`config.mk`:
```
export PLATFORM = sky130hd
export DESIGN_NAME = dc_null_ctrl
export DESIGN_NICKNAME = d
export VERILOG_FILES = /design/src/rtl/dcn_pkg.sv /design/src/rtl/dcn_avg.sv /design/src/rtl/dcn_weight_gen.sv /design/src/rtl/dcn_code_step.sv /design/src/rtl/dc_null_ctrl.sv
export SDC_FILE = /design/constraint.sdc
export NUM_CORES = 1
export LEC_CHECK = 0
export ABC_AREA = 1
export CAP_MARGIN = 5
export CORE_ASPECT_RATIO = 0.5
export CORE_MARGIN = 2
export CORE_UTILIZATION = 30
export DETAILED_ROUTE_END_ITERATION = 8
export HOLD_SLACK_MARGIN = 0.03
export PLACE_DENSITY = 0.47
export SKIP_CTS_REPAIR_TIMING = 1
export SLEW_MARGIN = 15
export SYNTH_ARGS = -nofsm -noshare
export SYNTH_HDL_FRONTEND = slang
export SYNTH_HIERARCHICAL = 1
export SYNTH_SLANG_ARGS = --single-unit
```
`constraint.sdc`:
```
create_clock -name clk -period 7.9 [get_ports clk]
set_clock_uncertainty 0.1 [all_clocks]
set_input_delay 0.79 -clock clk [delete_from_list [all_inputs] [get_ports clk]]
set_output_delay 0.79 -clock clk [all_outputs]
set_load 0.05 [all_outputs]
```
`src/rtl/dcn_pkg.sv`:
```
package dcn_pkg;
  typedef enum logic [1:0] {
    ST_IDLE = 2'd0,
    ST_MEAS = 2'd1,
    ST_FIN  = 2'd2
  } dcn_state_e;
endpackage

```
`src/rtl/dcn_avg.sv`:
```
// Settle-skip and power-of-two window accumulator; reports the sign of the sum.
module dcn_avg #(
  parameter int SAMP_W   = 24,
  parameter int AVG_LOG2 = 4,
  parameter int SETTLE_W = 12
) (
  input  logic                     clk,
  input  logic                     rst_n,
  input  logic                     clr_i,
  input  logic                     arm_i,
  input  logic [SETTLE_W-1:0]      settle_i,
  input  logic                     valid_i,
  input  logic signed [SAMP_W-1:0] data_i,
  output logic                     mean_done_o,
  output logic                     mean_pos_o
);
  localparam int ACC_W = SAMP_W + AVG_LOG2 + 1;
  localparam int CNT_W = AVG_LOG2 + 1;
  localparam int NWIN  = 1 << AVG_LOG2;

  logic [SETTLE_W-1:0]     skip_q;
  logic [CNT_W-1:0]        cnt_q;
  logic signed [ACC_W-1:0] acc_q;
  logic signed [ACC_W-1:0] acc_nxt;
  logic                    full_q;
  logic                    done_q;
  logic                    pos_q;
  logic                    take;

  assign take    = arm_i && valid_i && !full_q;
  assign acc_nxt = acc_q + {{(ACC_W-SAMP_W){data_i[SAMP_W-1]}}, data_i};

  always_ff @(posedge clk) begin
    if (!rst_n) begin
      skip_q <= '0;
      cnt_q  <= '0;
      acc_q  <= '0;
      full_q <= 1'b0;
      done_q <= 1'b0;
      pos_q  <= 1'b0;
    end else begin
      done_q <= 1'b0;
      if (clr_i) begin
        skip_q <= settle_i;
        cnt_q  <= '0;
        acc_q  <= '0;
        full_q <= 1'b0;
      end else if (take) begin
        if (skip_q != '0) begin
          skip_q <= skip_q - SETTLE_W'(1);
        end else begin
          acc_q <= acc_nxt;
          cnt_q <= cnt_q + CNT_W'(1);
          if (cnt_q == CNT_W'(NWIN - 1)) begin
            full_q <= 1'b1;
            done_q <= 1'b1;
            pos_q  <= (acc_nxt > 0);
          end
        end
      end
    end
  end

  assign mean_done_o = done_q;
  assign mean_pos_o  = pos_q;

  AST_ONE_MEAN_PER_WINDOW: assert property (@(posedge clk) disable iff (!rst_n)
    mean_done_o |=> !mean_done_o);
endmodule

```
`src/rtl/dcn_weight_gen.sv`:
```
// Produces the shrinking binary weight, one halving per advance.
module dcn_weight_gen #(
  parameter int CODE_W = 16
) (
  input  logic              clk,
  input  logic              rst_n,
  input  logic              restart_i,
  input  logic              adv_i,
  output logic [CODE_W-1:0] weight_o,
  output logic              last_o
);
  localparam int IDX_W = $clog2(CODE_W);

  logic [IDX_W-1:0] idx_q;

  always_ff @(posedge clk) begin
    if (!rst_n) begin
      idx_q <= IDX_W'(CODE_W - 2);
    end else if (restart_i) begin
      idx_q <= IDX_W'(CODE_W - 2);
    end else if (adv_i && idx_q != '0) begin
      idx_q <= idx_q - IDX_W'(1);
    end
  end

  assign weight_o = CODE_W'(1) << idx_q;
  assign last_o   = (idx_q == '0);

  AST_WEIGHT_HALVES: assert property (@(posedge clk) disable iff (!rst_n)
    (adv_i && !last_o && !restart_i) |=> (weight_o == ($past(weight_o) >> 1)));
endmodule

```
`src/rtl/dcn_code_step.sv`:
```
// Adds or subtracts the weight, clamping at the ends of the code range.
module dcn_code_step #(
  parameter int CODE_W = 16
) (
  input  logic [CODE_W-1:0] code_i,
  input  logic [CODE_W-1:0] weight_i,
  input  logic              up_i,
  output logic [CODE_W-1:0] code_o
);
  logic [CODE_W:0] sum;

  always_comb begin
    sum = {1'b0, code_i} + {1'b0, weight_i};
    if (up_i) begin
      code_o = sum[CODE_W] ? '1 : sum[CODE_W-1:0];
    end else begin
      code_o = (weight_i > code_i) ? '0 : (code_i - weight_i);
    end
  end
endmodule

```
`src/rtl/dc_null_ctrl.sv`:
```
module dc_null_ctrl #(
  parameter int CODE_W   = 16,
  parameter int SAMP_W   = 24,
  parameter int AVG_LOG2 = 4,
  parameter int SETTLE_W = 12
) (
  input  logic                     clk,
  input  logic                     rst_n,
  input  logic                     start_i,
  input  logic [SETTLE_W-1:0]      settle_cnt_i,
  input  logic                     smp_valid_i,
  output logic                     smp_ready_o,
  input  logic signed [SAMP_W-1:0] smp_data_i,
  output logic [CODE_W-1:0]        dac_code_o,
  output logic                     dac_load_o,
  output logic                     busy_o,
  output logic                     done_o
);
  import dcn_pkg::*;

  localparam logic [CODE_W-1:0] HALF_CODE = {1'b0, {(CODE_W-1){1'b1}}};

  dcn_state_e        state_q;
  logic [CODE_W-1:0] code_q;
  logic [CODE_W-1:0] code_nxt;
  logic [CODE_W-1:0] weight;
  logic              last_step;
  logic              load_q;
  logic              done_q;
  logic              mean_done;
  logic              mean_pos;
  logic              arm;
  logic              launch;
  logic              step_now;

  assign launch   = (state_q == ST_IDLE) && start_i;
  assign arm      = (state_q == ST_MEAS) && !load_q;
  assign step_now = (state_q == ST_MEAS) && mean_done;

  dcn_avg #(
    .SAMP_W  (SAMP_W),
    .AVG_LOG2(AVG_LOG2),
    .SETTLE_W(SETTLE_W)
  ) u_avg (
    .clk        (clk),
    .rst_n      (rst_n),
    .clr_i      (load_q),
    .arm_i      (arm),
    .settle_i   (settle_cnt_i),
    .valid_i    (smp_valid_i),
    .data_i     (smp_data_i),
    .mean_done_o(mean_done),
    .mean_pos_o (mean_pos)
  );

  dcn_weight_gen #(
    .CODE_W(CODE_W)
  ) u_wgen (
    .clk      (clk),
    .rst_n    (rst_n),
    .restart_i(launch),
    .adv_i    (step_now),
    .weight_o (weight),
    .last_o   (last_step)
  );

  dcn_code_step #(
    .CODE_W(CODE_W)
  ) u_step (
    .code_i  (code_q),
    .weight_i(weight),
    .up_i    (mean_pos),
    .code_o  (code_nxt)
  );

  always_ff @(posedge clk) begin
    if (!rst_n) begin
      state_q <= ST_IDLE;
      code_q  <= '0;
      load_q  <= 1'b0;
      done_q  <= 1'b0;
    end else begin
      load_q <= 1'b0;
      done_q <= 1'b0;
      unique case (state_q)
        ST_IDLE: begin
          if (start_i) begin
            code_q  <= HALF_CODE;
            load_q  <= 1'b1;
            state_q <= ST_MEAS;
          end
        end
        ST_MEAS: begin
          if (mean_done) begin
            code_q <= code_nxt;
            load_q <= 1'b1;
            if (last_step) state_q <= ST_FIN;
          end
        end
        ST_FIN: begin
          done_q  <= 1'b1;
          state_q <= ST_IDLE;
        end
        default: state_q <= ST_IDLE;
      endcase
    end
  end

  assign smp_ready_o = 1'b1;
  assign dac_code_o  = code_q;
  assign dac_load_o  = load_q;
  assign done_o      = done_q;
  assign busy_o      = (state_q != ST_IDLE);

  AST_RUN_OPENS_HALF: assert property (@(posedge clk) disable iff (!rst_n)
    $rose(busy_o) |-> (dac_load_o && dac_code_o == HALF_CODE));

  AST_DONE_SINGLE: assert property (@(posedge clk) disable iff (!rst_n)
    done_o |=> !done_o);

  AST_DONE_FOLLOWS_LOAD: assert property (@(posedge clk) disable iff (!rst_n)
    done_o |-> ($past(dac_load_o) && !busy_o));

  AST_CODE_MOVES_ON_LOAD: assert property (@(posedge clk) disable iff (!rst_n)
    !$stable(dac_code_o) |-> dac_load_o);

  AST_LOAD_WHILE_BUSY: assert property (@(posedge clk) disable iff (!rst_n)
    dac_load_o |-> busy_o);
endmodule

```
==> metrics.txt, run 1 <==
Synth Net Count 1,453; vias per cell 4.75; Wirelength per Cell 14.4 µm; Core Region 25,400 µm²; GRT Total Usage 0.188; GRT met3 Usage 0.0331; global-route wire length before repair 41,100 µm; root buffer cell clkbuf_16; dpl hpwl 20,200 µm; 1st-iter DRT viols 512; gr busiest metal met2; Clock Tree Buf Depth 2; dpl ws 4.30 ns; Max Clk Rate 290 MHz; worst vdd ir 95.0 µV; Sink Count 73; initial antenna violation count 0; H-tree Lvls 3; CP Class reg -> reg; CTS buffer count 9; Power Internal 740 µW; slew margin rel. 0.415; Layout Cells excl Fill 1,726; Startpoint Class register; WP data arrival 3.60 ns; total power 1200 µW; port bufs 58; RSZ-0062 raised after global routing false; leakage 0.00475 µW; Worst-path clk slew 0.07 ns; Final Cycle Share 0.437; sequential share of the synthesized area 0.186; vias in the first global route 7,895; fill count 2,892; switch share 0.381; Synth Cell Area 7850 µm²; max-cap viol count 0; #FFs+latches synth 73; warnings from Yosys 6; share of cells above drive strength 1 0.0499; Final Slew Violations 0; dpl cell area 8670 µm²; area of the die 27,500 µm²; Period minus WS final 3.45 ns; Seq pwr share 0.343; Cells after Synth 1,341; IO Count 60; antenna fix cells 0; fin area 8950 µm²; dpl cells 1,710; # setup viols final 0; CTS tree built; fin nets 1,489; clk_lat worst skew 0.36 ns; Logic pwr share 0.314; switching power 455 µW; initial core utilization 0.308; largest net degree at the start of global routing 35; fin worst setup slack 4.45 ns; Hold Violations, Final 0; Layout area overhead 14.0%; PD cells 134 nW/µm²; Die Height 118 µm; M2 GR Usage 0.313; DRC violation count after routing 0; DRT antenna net count 0; first-pass iteration count of the detailed router 5; Total Wirelength 24,900 µm; reg2reg setup slack 4.45 ns; setup TNS 0 ns; clock share of power 0.343; Worst-Margin Slew 0.877 ns; Syn Area/Cell 5.85 µm²; Critical Path RT 8.05 ns; Die Wd 233 µm; final RePlAce weighted congestion 0.966; GRT Residual Overflow 0; met1 Usage GRT 0.244; path category of the worst min-delay check reg -> reg; status finished clean; post-synthesis cell type count 54; crit end category register; total number of vias 8,195; critical-path maximum fanout 9; row cnt 41
[cell usage after synthesis (all sizes together)]
library cell,n,area share
buf,29,0.025
ha,69,0.11
nor2,140,0.072
nand4,37,0.030
inv,240,0.12
a21o,2,0.0019
o221ai,1,0.0011
nor4,1,0.00080
o22ai,1,0.00080
or2,3,0.0024
nor3b,1,0.00096
a22oi,1,0.00096
dfxtp,73,0.19
xnor2,8,0.0089
nor3,29,0.020
clkbuf,7,0.0035
o21bai,8,0.0077
a21oi,62,0.042
a221oi,1,0.0011
a31oi,9,0.0072
nand2,430,0.21
clkinv,3,0.0016
nand3,85,0.061
fa,3,0.0077
conb,1,0.00048
and3,1,0.00080
o211ai,16,0.015
nand3b,9,0.0086
a211oi,1,0.00096
and2,5,0.0040
o21ai,47,0.030
xor2,17,0.019
a21boi,1,0.0014
[power by group through the flow]
stage	Sequential, µW	Combinational, µW	Clock, µW
floorplan	434	246	0
detailed placement	418	374	0
finish	410	375	410
global placement	418	376	0
global route	412	422	444
CTS	410	377	430
[layout by cell type, fill, tap and decap left out, types with 4 or more instances in the layout]
| cell type | synthesis | final |
|---|---|---|
| a21oi_1 | 59 | 59 |
| nor2_4 | 3 | 4 |
| o21bai_1 | 8 | 8 |
| nand3b_1 | 9 | 9 |
| ha_1 | 69 | 69 |
| o21ai_1 | 6 | 6 |
| nand2_2 | 7 | 7 |
| nand4_1 | 36 | 36 |
| nor3_1 | 28 | 28 |
| and2_1 | 5 | 5 |
| clkdlybuf4s50_1 | 0 | 58 |
| dfxtp_1 | 73 | 73 |
| o211ai_1 | 16 | 16 |
| clkinvlp_4 | 0 | 4 |
| xnor2_1 | 8 | 8 |
| nor2_2 | 7 | 7 |
| xor2_1 | 17 | 17 |
| clkbuf_16 | 0 | 9 |
| inv_1 | 228 | 228 |
| inv_2 | 10 | 10 |
| o21ai_0 | 41 | 41 |
| nand3_1 | 76 | 76 |
| nor2_1 | 130 | 129 |
| a31oi_1 | 9 | 9 |
| nand3_2 | 8 | 8 |
| nand2_1 | 420 | 420 |
[state kept, by name, summed over array words and instances (netlist names)]
signal and count:
dac_code_o 16, dac_load_o 1, done_o 1, state_q 2
u_avg/acc_q 29, u_avg/cnt_q 5, u_avg/full_q 1, u_avg/mean_done_o 1
u_avg/mean_pos_o 1, u_avg/skip_q 12, u_wgen/idx_q 4
[kinds of logic after synthesis]
logic type / count (synthesis) / share of synthesized area
other: 1 / 0.000478
buffers and inverters: 279 / 0.146
XOR/XNOR: 25 / 0.0279
flip-flops: 73 / 0.186
AND/OR/NAND/NOR: 741 / 0.412
adder cells (fa/ha/maj): 72 / 0.118
AO/OA/AOI/OAI: 150 / 0.110
[final cells by class]
class	instances	area [µm²]	share of cell area
clock buffer	10	239	0.0267
tap	344	430	0.0481
clock inverter	6	43.8	0.00489
sequential	73	1460	0.163
timing repair buffer	61	603	0.0674
inverter	243	923	0.103
multi-input combinational	989	5250	0.586
[worst max-delay path: stages (launching register included)]
cell and delay (ns):
dfxtp_1 0.35, inv_1 0.18, ha_1 0.17, inv_1 0.08, nor3_1 0.39, inv_1 0.09, ha_1 0.53, inv_1 0.21
a21oi_1 0.20, nand2_1 0.09, a21oi_1 0.28, nand2_1 0.12, nand2_1 0.07, nand3_1 0.06, nand2_1 0.07, nand2_1 0.07
inv_1 0.06, nor2_1 0.04, a21oi_1 0.12, nor2_1 0.06
[stage by stage]
step | hold WS (ns) | util
2_1_floorplan | 0.343 | -
3_3_place_gp | 0.355 | 0.341
3_5_place_dp | 0.354 | 0.341
4_1_cts | 0.365 | 0.352
5_1_grt | 0.400 | 0.352
6_report | 0.365 | 0.352
[metal layers]
layer	part of all wire	routed length, µm
met1	0.48	11900
met5	0	0
met4	0.028	700
met3	0.035	874
met2	0.46	11500
[final timing paths]
kind                                       end                         start  depth (start not counted)
hold / removal    u_avg/skip_q[0]$_SDFFE_PN0P_  u_avg/skip_q[0]$_SDFFE_PN0P_                          2
hold reg to reg   u_avg/skip_q[0]$_SDFFE_PN0P_  u_avg/skip_q[0]$_SDFFE_PN0P_                          2
setup / recovery   dac_code_o[15]$_SDFFE_PN0P_  u_wgen/idx_q[0]$_SDFFE_PP0P_                         19
setup reg to reg   dac_code_o[15]$_SDFFE_PN0P_  u_wgen/idx_q[0]$_SDFFE_PP0P_                         19
No activity file was read; power rests on OpenSTA's default activity.
==> run 2, diff against run 1 <==
==> constraint.sdc (replaced) <==
create_clock -name clk -period 3.3 [get_ports clk]
set_clock_uncertainty 0.1 [all_clocks]
set_input_delay 0.33 -clock clk [delete_from_list [all_inputs] [get_ports clk]]
set_output_delay 0.33 -clock clk [all_outputs]
set_load 0.05 [all_outputs]
==> metrics.txt, run 2 (synthesized netlist as in run 1, its figures left out) <==
1st-iter DRT viols 490 (-4.3%); Critical Path RT 3.45 ns (-4.60 ns); row cnt 41 (unchanged); setup TNS 0 ns (unchanged); fin area 9400 µm² (+5.0%); global-route wire length before repair 41,300 µm (+0.37%); Largest register FFs 29 (unchanged); fin nets 1,535 (+3.1%); fill count 2,891 (-0.035%); Startpoint Class register; final RePlAce weighted congestion 0.911 (-5.7%); area of the die 27,500 µm² (unchanged); root buffer cell clkbuf_16; total number of vias 8,282 (+1.1%); status finished clean; Wirelength per Cell 14.2 µm (-1.4%); Top reg by flops u_avg/acc_q; GRT Residual Overflow 0 (unchanged); most frequent cells in the layout nand2_1 (418), inv_1 (227), nor2_1 (124); CP bufs+invs 5 (unchanged); gr busiest metal met2; cell family with most CP delay simple AND/OR/NAND/NOR gates; critical-path maximum fanout 16 (+7); leakage 0.00500 µW (+5.4%); Total Wirelength 25,200 µm (+1.2%); CTS tree built; most common cell after layout, fill and taps aside nand2_1; worst vdd ir 182 µV (+91%); clk_lat worst skew 0.36 ns (about the same); crit-path cells inv_1 -> ha_1 -> buf_4 -> nand3_4 -> inv_1 -> ha_1 -> fa_1 -> nand2_1 -> nand2_1 -> nand4_1 -> nand2_2 -> a21oi_4 -> buf_12 -> nand3_1 -> nand2_1 -> nand2_1 -> inv_1 -> nor2_1 -> a21oi_1 -> nor2_1; crit end category register; dpl hpwl 20,800 µm (+3.0%); Die Wd 233 µm (unchanged); met1 Usage GRT 0.248 (+0.00387); PD cells 316 nW/µm² (+140%); antenna fix cells 0 (unchanged); path category of the worst min-delay check reg -> reg; initial antenna violation count 0 (unchanged); Clock Tree Buf Depth 2 (unchanged); H-tree Lvls 3 (unchanged); vias in the first global route 7,914 (+0.24%); vias per cell 4.67 (-1.6%); Period minus WS final 3.00 ns (-0.450 ns); port bufs 58 (unchanged); max-cap viol count 0 (unchanged); Top cell by count, worst path nand2_1; Die Height 118 µm (unchanged); DRT antenna net count 0 (unchanged); Final Cycle Share 0.909 (+0.472); dpl cells 1,756 (+2.7%); DRC violation count after routing 0 (unchanged); M2 GR Usage 0.320 (+0.00744); final core occ 0.369 (+0.0176); CP Class reg -> reg; slowest CP cell fa_1; Worst-Margin Slew 0.613 ns (-0.264 ns); largest net degree at the start of global routing 35 (unchanged); Hold WS 0.371 ns (+0.00658 ns); CTS buffer count 9 (unchanged); Max Clk Rate 333 MHz (+15%); Final Slew Violations 0 (unchanged); dpl cell area 9040 µm² (+4.3%); Sink Count 73 (unchanged); reg2reg setup slack 0.30 ns (-4.15 ns); GRT Total Usage 0.190 (+0.00194); Worst-path clk slew 0.06 ns (about the same); Core Region 25,400 µm² (unchanged); max incr delay on CP 0.40 ns (-0.13 ns); Hold Violations, Final 0 (unchanged); IO Count 60 (unchanged); Layout area overhead 19.8%; share of cells above drive strength 1 0.0917 (+0.0418); first-pass iteration count of the detailed router 5 (unchanged); slew margin rel. 0.591 (+0.176); initial core utilization 0.308 (unchanged); GRT met3 Usage 0.0347 (+0.00169); WP data arrival 3.15 ns (-0.45 ns); Layout Cells excl Fill 1,772 (+2.7%); # setup viols final 0 (unchanged)
run 2: cell count changes in the layout (fill, tap and decap cells not counted), sizes merged:
cell / delta
clkinvlp: -1
buf: +46
inv: +1
clkinv: -1
bufinv: +1
run 2: where the power goes:
part	total (µW)	switching [µW]	internal [µW]
Sequential	973	48.2	925
Clock	1030	423	607
Combinational	967	611	356
run 2: final timing paths:
path,startpoint,endpoint,cells past startpoint
worst max register to register,u_wgen/idx_q[1]$_SDFFE_PP1P_,dac_code_o[15]$_SDFFE_PN0P_,20
worst min register to register,u_avg/skip_q[0]$_SDFFE_PN0P_,u_avg/skip_q[0]$_SDFFE_PN0P_,2
worst max-delay path,u_wgen/idx_q[1]$_SDFFE_PP1P_,dac_code_o[15]$_SDFFE_PN0P_,20
worst min-delay path,u_avg/skip_q[0]$_SDFFE_PN0P_,u_avg/skip_q[0]$_SDFFE_PN0P_,2
run 2: layout make-up:
| type | instances | area, µm² | area share |
|---|---|---|---|
| clock buffers | 10 | 239 | 0.0254 |
| clock inverters | 6 | 66.3 | 0.00706 |
| inverters | 243 | 926 | 0.0985 |
| multi-input cells | 989 | 5300 | 0.564 |
| flip-flops and latches | 73 | 1470 | 0.156 |
| well taps | 344 | 430 | 0.0458 |
| repair buffers | 107 | 973 | 0.104 |
run 2: routing by layer:
layer  part of all wire  vias up
li1                   -     4385
met1               0.49     3726
met2               0.46      144
met3              0.035       27
met4              0.018        0
met5                  0        -
run 2: through the flow:
step / total power, µW / setup WS [ns]
finish: 2970 / 0.299
detailed placement: 1950 / 0.0150
global placement: 1950 / 0.0385
CTS: 3020 / 0.0904
global route: 3180 / -0.0156
floorplan: 1630 / 0.538
run 2: worst min-delay path: cells and delay by family (launching register included):
kind	cells	cell delay, ns
flip-flops	1	0.31
AND/OR/NAND/NOR	1	0.06
AO/OA/AOI/OAI	1	0.05
==> run 3, diff against run 2 <==
--- a/config.mk
+++ b/config.mk
@@ -11,8 +11,9 @@
 export CORE_MARGIN = 2
 export CORE_UTILIZATION = 30
 export DETAILED_ROUTE_END_ITERATION = 8
+export DONT_BUFFER_PORTS = 1
 export HOLD_SLACK_MARGIN = 0.03
-export PLACE_DENSITY = 0.47
+export PLACE_DENSITY = 0.44
 export SKIP_CTS_REPAIR_TIMING = 1
 export SLEW_MARGIN = 15
 export SYNTH_ARGS = -nofsm -noshare
==> metrics.txt, run 3 (synthesized netlist as in run 1, its figures left out) <==
Period minus WS final 3.06 ns (+0.0584 ns); GRT Residual Overflow 0 (unchanged); largest net degree at the start of global routing 30 (-14%); leakage 0.00482 µW (-3.6%); Final Slew Violations 0 (unchanged); CP Class reg -> reg; status finished, violations left; initial core utilization 0.308 (unchanged); most frequent cells in the layout nand2_1 (419), inv_1 (227), nor2_1 (128); max-cap viol count 0 (unchanged); Total Wirelength 25,500 µm (+1.2%); fin area 8900 µm² (-5.3%); setup TNS 0 ns (unchanged); Reg-to-Reg End dac_code_o[7]$_SDFFE_PN0P_; path category of the worst min-delay check in -> reg; PD cells 339 nW/µm² (+7.2%); vias per cell 4.77 (+2.1%); initial antenna violation count 1 (+1); Die Wd 233 µm (unchanged); port bufs 0 (-100%); WP data arrival 3.26 ns (+0.11 ns); CP bufs+invs 7 (+2); Hold Violations, Final 3 (+3); cell family with most CP delay simple AND/OR/NAND/NOR gates; slew margin rel. 0.325 (-0.265); Top cell by count, worst path nand2_1; IO Count 60 (unchanged); Final Cycle Share 0.927 (+0.0177); vias in the first global route 7,827 (-1.1%); worst r2r src u_wgen/idx_q[0]$_SDFFE_PP0P_; worst vdd ir 235 µV (+29%); share of cells above drive strength 1 0.0938 (+0.00201); Core Region 25,400 µm² (unchanged); # setup viols final 0 (unchanged); CTS buffer count 9 (unchanged); fill count 2,943 (+1.8%); GRT Total Usage 0.189 (about the same); Layout area overhead 13.5%; RSZ-0062 raised after global routing false; slowest CP cell dfxtp_1; first-pass iteration count of the detailed router 4 (-1); dpl hpwl 20,500 µm (-1.5%); failing checks hold timing; hold path depth 2 (unchanged); Largest register FFs 29 (unchanged); crit end category register; most common cell after layout, fill and taps aside nand2_1; fin nets 1,483 (-3.4%); final RePlAce weighted congestion 0.931 (+2.3%); R2R depth 21 (+5.0%); Clock Tree Buf Depth 2 (unchanged); Critical Path RT 3.50 ns (+0.05 ns); Max Clk Rate 327 MHz (-1.9%); Die Height 118 µm (unchanged); Top reg by flops u_avg/acc_q; dpl cell area 8460 µm² (-6.4%); reg2reg setup slack 0.24 ns (-0.06 ns); final core occ 0.350 (-0.0194); Sink Count 73 (unchanged); min-delay src rst_n; CTS tree built; Hold WS -0.00576 ns (-0.377 ns); WHS Endpoint dac_code_o[0]$_SDFFE_PN0P_; DRC violation count after routing 0 (unchanged); root buffer cell clkbuf_16; DRT antenna net count 0 (unchanged); Worst-Margin Slew 1.01 ns (+0.397 ns); critical-path maximum fanout 16 (unchanged); total number of vias 8,215 (-0.81%); Startpoint Class register; max incr delay on CP 0.36 ns (-0.04 ns); row cnt 41 (unchanged); clk_lat worst skew 0.36 ns (about the same); H-tree Lvls 3 (unchanged); global-route wire length before repair 41,400 µm (+0.22%); crit-path cells inv_2 -> ha_1 -> inv_1 -> nor3_1 -> buf_4 -> inv_1 -> ha_1 -> nor2_1 -> nand2_1 -> inv_1 -> nand2_1 -> nand2_1 -> a21oi_4 -> buf_12 -> nand2_1 -> nand2_1 -> o21ai_1 -> inv_1 -> nand4_1 -> nand2_1 -> nor2_1; area of the die 27,500 µm² (unchanged); Worst-path clk slew 0.07 ns (about the same); 1st-iter DRT viols 507 (+3.5%); Wirelength per Cell 14.8 µm (+4.2%)
## run 3: per-stage QoR
stage          hold WS, ns  power (µW)  std cells  setup WS, ns
6_report          -0.00576        3020       1721         0.241
5_1_grt            -0.0137        3200       1720       0.00337
4_1_cts            -0.0336        3040       1714       -0.0592
3_5_place_dp         0.359        1860       1698       -0.0313
3_3_place_gp         0.357        1860       1698      -0.00763
2_1_floorplan        0.343        1630       1341         0.538
## run 3: metal layers
layer / vias to the layer above / track usage / part of all wire
li1: 4290 / - / -
met1: 3769 / 0.248 / 0.48
met2: 129 / 0.316 / 0.46
met3: 27 / 0.0405 / 0.039
met4: 0 / 0.0458 / 0.016
met5: - / 0 / 0
## run 3: layout make-up
| class | count | area [µm²] | area share |
|---|---|---|---|
| well taps | 344 | 430 | 0.0483 |
| clock inverters | 5 | 77.6 | 0.00871 |
| clock buffers | 11 | 253 | 0.0284 |
| flip-flops and latches | 73 | 1460 | 0.164 |
| diodes | 1 | 2.50 | 0.000281 |
| multi-input cells | 989 | 5300 | 0.595 |
| inverters | 243 | 926 | 0.104 |
| repair buffers | 55 | 453 | 0.0509 |
## run 3: how the worst max path moves through the flow
stage                                            start                           to  cells past startpoint  slack, ns
final                     u_wgen/idx_q[0]$_SDFFE_PP0P_   dac_code_o[7]$_SDFFE_PN0P_                     21       0.24
after global routing      u_wgen/idx_q[1]$_SDFFE_PP1P_   dac_code_o[8]$_SDFFE_PN0P_                     20      0.003
after CTS                 u_wgen/idx_q[0]$_SDFFE_PP0P_   dac_code_o[5]$_SDFFE_PN0P_                     17      -0.06
after detailed placement  u_wgen/idx_q[0]$_SDFFE_PP0P_   dac_code_o[5]$_SDFFE_PN0P_                     17      -0.03
after global placement    u_wgen/idx_q[0]$_SDFFE_PP0P_   dac_code_o[3]$_SDFFE_PN0P_                     17     -0.008
after floorplan           u_wgen/idx_q[1]$_SDFFE_PP1P_  dac_code_o[15]$_SDFFE_PN0P_                     20       0.54
## run 3: report_power, final
part           switching, µW  internal, µW
clock                    447           702
sequential              40.0           925
combinational            597           304
